### src/rtl/cec_ctrl_pkg.sv
package cec_ctrl_pkg;

    // Control register field positions.
    localparam int CTRL_BITS   = 4;
    localparam int BIT_TX_EN   = 0;
    localparam int BIT_RX_EN   = 1;
    localparam int BIT_FLG_CLR = 2;
    localparam int BIT_EOM_IGN = 3;
    localparam int NUM_CHAN    = 2;

    typedef enum logic [1:0] {
        EN_OFF   = 2'd0,
        EN_ON    = 2'd1,
        EN_DRAIN = 2'd2
    } en_state_t;

    typedef enum logic [1:0] {
        FLG_IDLE = 2'd0,
        FLG_SET  = 2'd1,
        FLG_HOLD = 2'd2
    } flag_state_t;

endpackage

### src/rtl/cec_line_sync.sv
module cec_line_sync #(
    parameter int STAGES = 2
) (
    input  logic clk,
    input  logic rst_n,
    input  logic d_async,
    output logic d_sync
);
    localparam int LAST = STAGES - 1;

    logic [LAST:0] chain_q;

    generate
        if (STAGES == 1) begin : g_single
            always_ff @(posedge clk or negedge rst_n) begin
                if (!rst_n) chain_q <= 1'b1;
                else        chain_q <= d_async;
            end
        end else begin : g_multi
            // The line idles high, so every stage resets to 1.
            always_ff @(posedge clk or negedge rst_n) begin
                if (!rst_n) chain_q <= '1;
                else        chain_q <= {chain_q[LAST-1:0], d_async};
            end
        end
    endgenerate

    assign d_sync = chain_q[LAST];
endmodule

### src/rtl/cec_enable_fsm.sv
module cec_enable_fsm
    import cec_ctrl_pkg::*;
(
    input  logic clk,
    input  logic rst_n,
    input  logic req,
    input  logic busy,
    input  logic ack_done,
    output logic en_out
);
    en_state_t state_q, state_d;

    // Next-state logic.
    always_comb begin
        state_d = state_q;
        unique case (state_q)
            EN_OFF:   if (req) state_d = EN_ON;
            EN_ON:    if (!req) state_d = busy ? EN_DRAIN : EN_OFF;
            EN_DRAIN: begin
                if (req)                   state_d = EN_ON;
                else if (ack_done || !busy) state_d = EN_OFF;
            end
            default:  state_d = EN_OFF;
        endcase
    end

    // State register.
    always_ff @(posedge clk or negedge rst_n) begin
        if (!rst_n) state_q <= EN_OFF;
        else        state_q <= state_d;
    end

    // Output decode.
    always_comb begin
        unique case (state_q)
            EN_ON, EN_DRAIN: en_out = 1'b1;
            default:         en_out = 1'b0;
        endcase
    end

    AST_DRAIN_NEEDS_BUSY: assert property (@(posedge clk) disable iff (!rst_n)
        (state_q == EN_DRAIN) |-> $past(busy)) else $error("drain entered without busy");
endmodule

### src/rtl/cec_edge_flag_fsm.sv
module cec_edge_flag_fsm
    import cec_ctrl_pkg::*;
(
    input  logic clk,
    input  logic rst_n,
    input  logic clr_level,
    input  logic line_sync,
    output logic flag
);
    flag_state_t state_q, state_d;

    // Next-state logic.
    always_comb begin
        state_d = state_q;
        unique case (state_q)
            FLG_IDLE: begin
                if (clr_level)       state_d = FLG_HOLD;
                else if (!line_sync) state_d = FLG_SET;
            end
            FLG_SET:  if (clr_level) state_d = FLG_HOLD;
            FLG_HOLD: if (!clr_level) state_d = line_sync ? FLG_IDLE : FLG_SET;
            default:  state_d = FLG_IDLE;
        endcase
    end

    // State register.
    always_ff @(posedge clk or negedge rst_n) begin
        if (!rst_n) state_q <= FLG_IDLE;
        else        state_q <= state_d;
    end

    // Output decode.
    always_comb begin
        unique case (state_q)
            FLG_SET: flag = 1'b1;
            default: flag = 1'b0;
        endcase
    end

    AST_CLEAR_HOLDS_FLAG: assert property (@(posedge clk) disable iff (!rst_n)
        clr_level |=> !flag) else $error("flag high with clear held");
    AST_LOW_SETS_FLAG: assert property (@(posedge clk) disable iff (!rst_n)
        (!line_sync && !clr_level) |=> flag) else $error("low line missed");
endmodule

### src/rtl/cec_ctrl_regs.sv
module cec_ctrl_regs
    import cec_ctrl_pkg::*;
#(
    parameter int DATA_W      = 8,
    parameter int ADDR_W      = 1,
    parameter int SYNC_STAGES = 2
) (
    input  logic              clk,
    input  logic              rst_n,
    input  logic              wr_en,
    input  logic              rd_en,
    input  logic [ADDR_W-1:0] addr,
    input  logic [DATA_W-1:0] wdata,
    output logic [DATA_W-1:0] rdata,
    input  logic              cec_line_in,
    input  logic              xfer_busy,
    input  logic              ack_done,
    output logic              tx_en_eff,
    output logic              rx_en_eff,
    output logic              eom_ignore,
    output logic              edge_flag
);
    localparam logic [ADDR_W-1:0] CTRL_ADDR = ADDR_W'(0);
    localparam logic [ADDR_W-1:0] FLAG_ADDR = ADDR_W'(1);

    logic [CTRL_BITS-1:0] ctrl_q;
    logic [NUM_CHAN-1:0]  en_vec;
    logic                 line_s;
    logic                 unused_wbits;

    // Upper write bits are ignored.
    assign unused_wbits = ^wdata[DATA_W-1:CTRL_BITS];

    always_ff @(posedge clk or negedge rst_n) begin
        if (!rst_n)                           ctrl_q <= '0;
        else if (wr_en && addr == CTRL_ADDR) ctrl_q <= wdata[CTRL_BITS-1:0];
    end

    always_comb begin
        rdata = '0;
        if (rd_en) begin
            if (addr == CTRL_ADDR)      rdata[CTRL_BITS-1:0] = ctrl_q;
            else if (addr == FLAG_ADDR) rdata[0] = edge_flag;
        end
    end

    // One deferred-enable machine per channel: index 0 transmit, index 1 receive.
    generate
        for (genvar g = 0; g < NUM_CHAN; g++) begin : g_chan
            cec_enable_fsm u_en (
                .clk      (clk),
                .rst_n    (rst_n),
                .req      (ctrl_q[BIT_TX_EN + g]),
                .busy     (xfer_busy),
                .ack_done (ack_done),
                .en_out   (en_vec[g])
            );
        end
    endgenerate

    assign tx_en_eff  = en_vec[0];
    assign rx_en_eff  = en_vec[1];
    assign eom_ignore = ctrl_q[BIT_EOM_IGN];

    cec_line_sync #(.STAGES(SYNC_STAGES)) u_sync (
        .clk     (clk),
        .rst_n   (rst_n),
        .d_async (cec_line_in),
        .d_sync  (line_s)
    );

    cec_edge_flag_fsm u_flag (
        .clk       (clk),
        .rst_n     (rst_n),
        .clr_level (ctrl_q[BIT_FLG_CLR]),
        .line_sync (line_s),
        .flag      (edge_flag)
    );

    AST_TX_RISE_DELAYED: assert property (@(posedge clk) disable iff (!rst_n)
        $rose(tx_en_eff) |-> $past(ctrl_q[BIT_TX_EN])) else $error("tx early");
    AST_RX_RISE_DELAYED: assert property (@(posedge clk) disable iff (!rst_n)
        $rose(rx_en_eff) |-> $past(ctrl_q[BIT_RX_EN])) else $error("rx early");
    AST_TX_HOLD_BUSY: assert property (@(posedge clk) disable iff (!rst_n)
        (tx_en_eff && xfer_busy && !ack_done) |=> tx_en_eff) else $error("tx dropped");
    AST_RX_HOLD_BUSY: assert property (@(posedge clk) disable iff (!rst_n)
        (rx_en_eff && xfer_busy && !ack_done) |=> rx_en_eff) else $error("rx dropped");
endmodule

### config.mk
export PLATFORM = sky130hd
export DESIGN_NAME = cec_ctrl_regs
export DESIGN_NICKNAME = d
export VERILOG_FILES = /design/src/rtl/cec_ctrl_pkg.sv /design/src/rtl/cec_line_sync.sv /design/src/rtl/cec_enable_fsm.sv /design/src/rtl/cec_edge_flag_fsm.sv /design/src/rtl/cec_ctrl_regs.sv
export SDC_FILE = /design/constraint.sdc
export NUM_CORES = 1
export LEC_CHECK = 0
export BUFFER_PORTS_ARGS = -buffer_cell sky130_fd_sc_hd__clkbuf_2
export CAP_MARGIN = 30
export CORE_MARGIN = 2
export CORE_UTILIZATION = 46
export DETAILED_ROUTE_END_ITERATION = 10
export GPL_TIMING_DRIVEN = 0
export PLACE_DENSITY = 0.76
export SYNTH_ARGS = -nofsm -noshare
export SYNTH_HDL_FRONTEND = slang
export SYNTH_SLANG_ARGS = --single-unit
### constraint.sdc
create_clock -name clk -period 1.6 [get_ports clk]
set_clock_uncertainty 0.2 [all_clocks]
set_input_delay 0.16 -clock clk [delete_from_list [all_inputs] [get_ports clk]]
set_output_delay 0.16 -clock clk [all_outputs]
set_load 0.005 [all_outputs]
==> out/results.ini <==
[floorplan]
core_area_sq_mm = 0.00147
die_w_microns = 43.2
io_pins = 28
std_cell_rows = 14
initial_core_util_pct = 48.0
die_height_microns = 43.2
die-area_sq_mm = 0.00186

[clocking]
cts_sinks = 12
cts_tree = built
cts_buffers = 3
cts_buffer_depth = 2
clk_latency_ns = 0.27
cts_root_buf = clkbuf_4
cts_max_level = 1
clkTransAtPathRegs_ns = 0.08
cts_setup_buffers = 0

[synthesis]
ys_top_cells_by_area = dfrtp_1 35%, ha_1 16%, dfstp_2 7.4%
ys_seq_elements = 12
synth-edff-count = 0
synth_async_sr_flop_share_pct = 100
netlist_area_sq_um = 706
synth.distinct_cells = 19
syn_inst = 62
yosysWarnings = 0
synth-main-ff-cell = dfrtp_1
synth_top_area_share_pct = 35.5
yosysTopAreaCell = dfrtp_1
yosysSeqAreaShare_pct = 42.9
syn_area_per_cell_sq_um = 11.4

[setup_path]
crit_arrival_ns = 1.17
r2r-end = g_chan[1].u_en.state_q[1]
reg2reg_depth = 4
endpoint = rx_en_eff
worstSetupStartpointType = flop
timing.rr.start = g_chan[1].u_en.state_q[0]
crit_start = g_chan[1].u_en.state_q[0]
critPathRequiredTime_ns = 1.24
r2r_slack_ns = 0.14
crit_type = reg2out
cp-end-kind = output pin
cp_max_fo = 4

[route]
wl_per_cell_microns = 10.5
drc_errors = 0
wl_mm = 1.17
viasPerCell = 4.70
ant_nets = 0
first_pass_iters = 2
num_vias = 522
first_iter_violations = 4

[grt]
grt_max_degree = 13
grt_overflow = 0
gr-usage-all-layers_pct = 16.1
grt_pass1_vias = 539
grt_pass1_wl_mm = 2.17
grt_util_met2_pct = 27.8
antenna_found_initial = 0
grt_most_used_layer = met2
grtUsageMet1_pct = 17.0
grtUsageMet3_pct = 7.66

[cells_and_area]
area_growth_pct = 33.3
drive_above_1_share_pct = 40.0
nFillCells = 132
antenna_cells = 0
nNetsFinal = 121

[power_and_ir_drop]
cellPowerDensity_mw_per_mm2 = 1170
leakage_nw = 0.477
vdd_drop_max_mv = 0.849

[status]
status = finished, final reports clean

[timing]
finalMaxSlewViolations = 0
rsz0062_at_grt = false
layout_min_cycle_time_ns = 1.53
setup_tns_ns = 0
setup_viol = 0
min_period_over_period_pct = 95.3
hold_viol = 0
holdWs_ns = 0.0916
fmax_mhz = 656

[place]
place_congestion = 0.693
hpwl_microns = 945
portBuffers = 19

[run]
drv_cap = 0

[worst_hold_path]
holdCritPathClass = in2async

report_power, final:
group / total, W / internal (W) / switching [W] / leakage, nW
clock network: 0.000240 / 0.000138 / 0.000101 / 0.0210
registers: 0.000446 / 0.000375 / 0.0000708 / 0.145
logic: 0.000417 / 0.000213 / 0.000203 / 0.311
synth_stat cells (2+ instances only):
cell type / number
dfrtp_1: 10
ha_1: 9
nand2_1: 6
buf_4: 4
inv_1: 4
mux2_2: 4
nor2b_1: 4
and2_1: 3
mux2i_1: 3
a211oi_2: 2
dfstp_2: 2
nand2b_1: 2
nor2_1: 2
o32ai_1: 2
sequential cells by signal (all words and copies together), names as in the netlist:
| register | count |
|---|---|
| ctrl_q | 4 |
| g_chan.u_en.state_q | 4 |
| u_flag.state_q | 2 |
| u_sync.chain_q | 2 |
worst min-delay path by stage:
stage,start,end,cells after the start
detailed placement,rst_n,u_flag.state_q[1],1
finish,rst_n,u_flag.state_q[1],2
floorplan,rst_n,ctrl_q[0],0
global placement,rst_n,u_flag.state_q[1],1
CTS,rst_n,u_flag.state_q[1],2
global route,rst_n,u_flag.state_q[1],2
stage by stage:
step / setup slack [ns] / instances / total power [W] / area, sq um / utilization [%]
2_1_floorplan: 0.272 / 65 / 0.000727 / 717 / -
3_3_place_gp: 0.191 / 100 / 0.000834 / 832 / 56.5
3_5_place_dp: 0.146 / 100 / 0.000860 / 832 / 56.5
4_1_cts: 0.0555 / 111 / 0.00111 / 938 / 63.8
5_1_grt: 0.00639 / 111 / 0.00121 / 941 / 63.9
6_report: 0.0749 / 111 / 0.00110 / 941 / 63.9
cell usage in the layout, fill, tap and decap left out, drive strengths merged:
master	n
a211oi	3
a21boi	1
and2	3
buf	4
clkbuf	23
conb	4
dfrtp	10
dfstp	2
dlygate4sd3	7
ha	9
inv	4
mux2	4
mux2i	3
nand2	6
nand2b	2
nor2	2
nor2b	6
o32ai	2
logic make-up after synthesis:
| kind of cell | share of synthesized area [%] |
|---|---|
| buffers and inverters | 6.38 |
| muxes | 10.6 |
| and+or+nand+nor | 15.4 |
| other | 0.531 |
| adders and majority gates | 16.0 |
| DFF | 42.9 |
| AOI/OAI and AO/OA | 8.16 |
per-layer routing:
layer  share of wire, %  vias to the layer above  wire length [microns]
li1                   -                      265                      -
met1                 41                      237                    480
met2                 49                       16                    578
met3                8.0                        4                     93
met4                1.5                        0                     17
met5                  0                        -                      0
worst max-delay path: stages (launching register included):
cell and delay (ns):
dfrtp_1 0.40, inv_1 0.09, ha_1 0.29, clkbuf_2 0.11
area by class of cell:
class / instances / area, sq um / share of cell area, %
repair buffers: 26 / 165 / 17.6
plain buffers: 4 / 30.0 / 3.19
clock buffers: 4 / 36.3 / 3.86
well taps: 16 / 20.0 / 2.13
flip-flops and latches: 12 / 303 / 32.2
multi-input cells: 45 / 372 / 39.5
inverters: 4 / 15.0 / 1.60
timing repair:
action | in CTS | in global routing
hold endpoints to repair | 19 | 0
hold buffers | 7 | 0
resized for setup | 0 | 1
setup endpoints to repair | 0 | 1
Note: power is estimated with default switching activity, not from simulation.
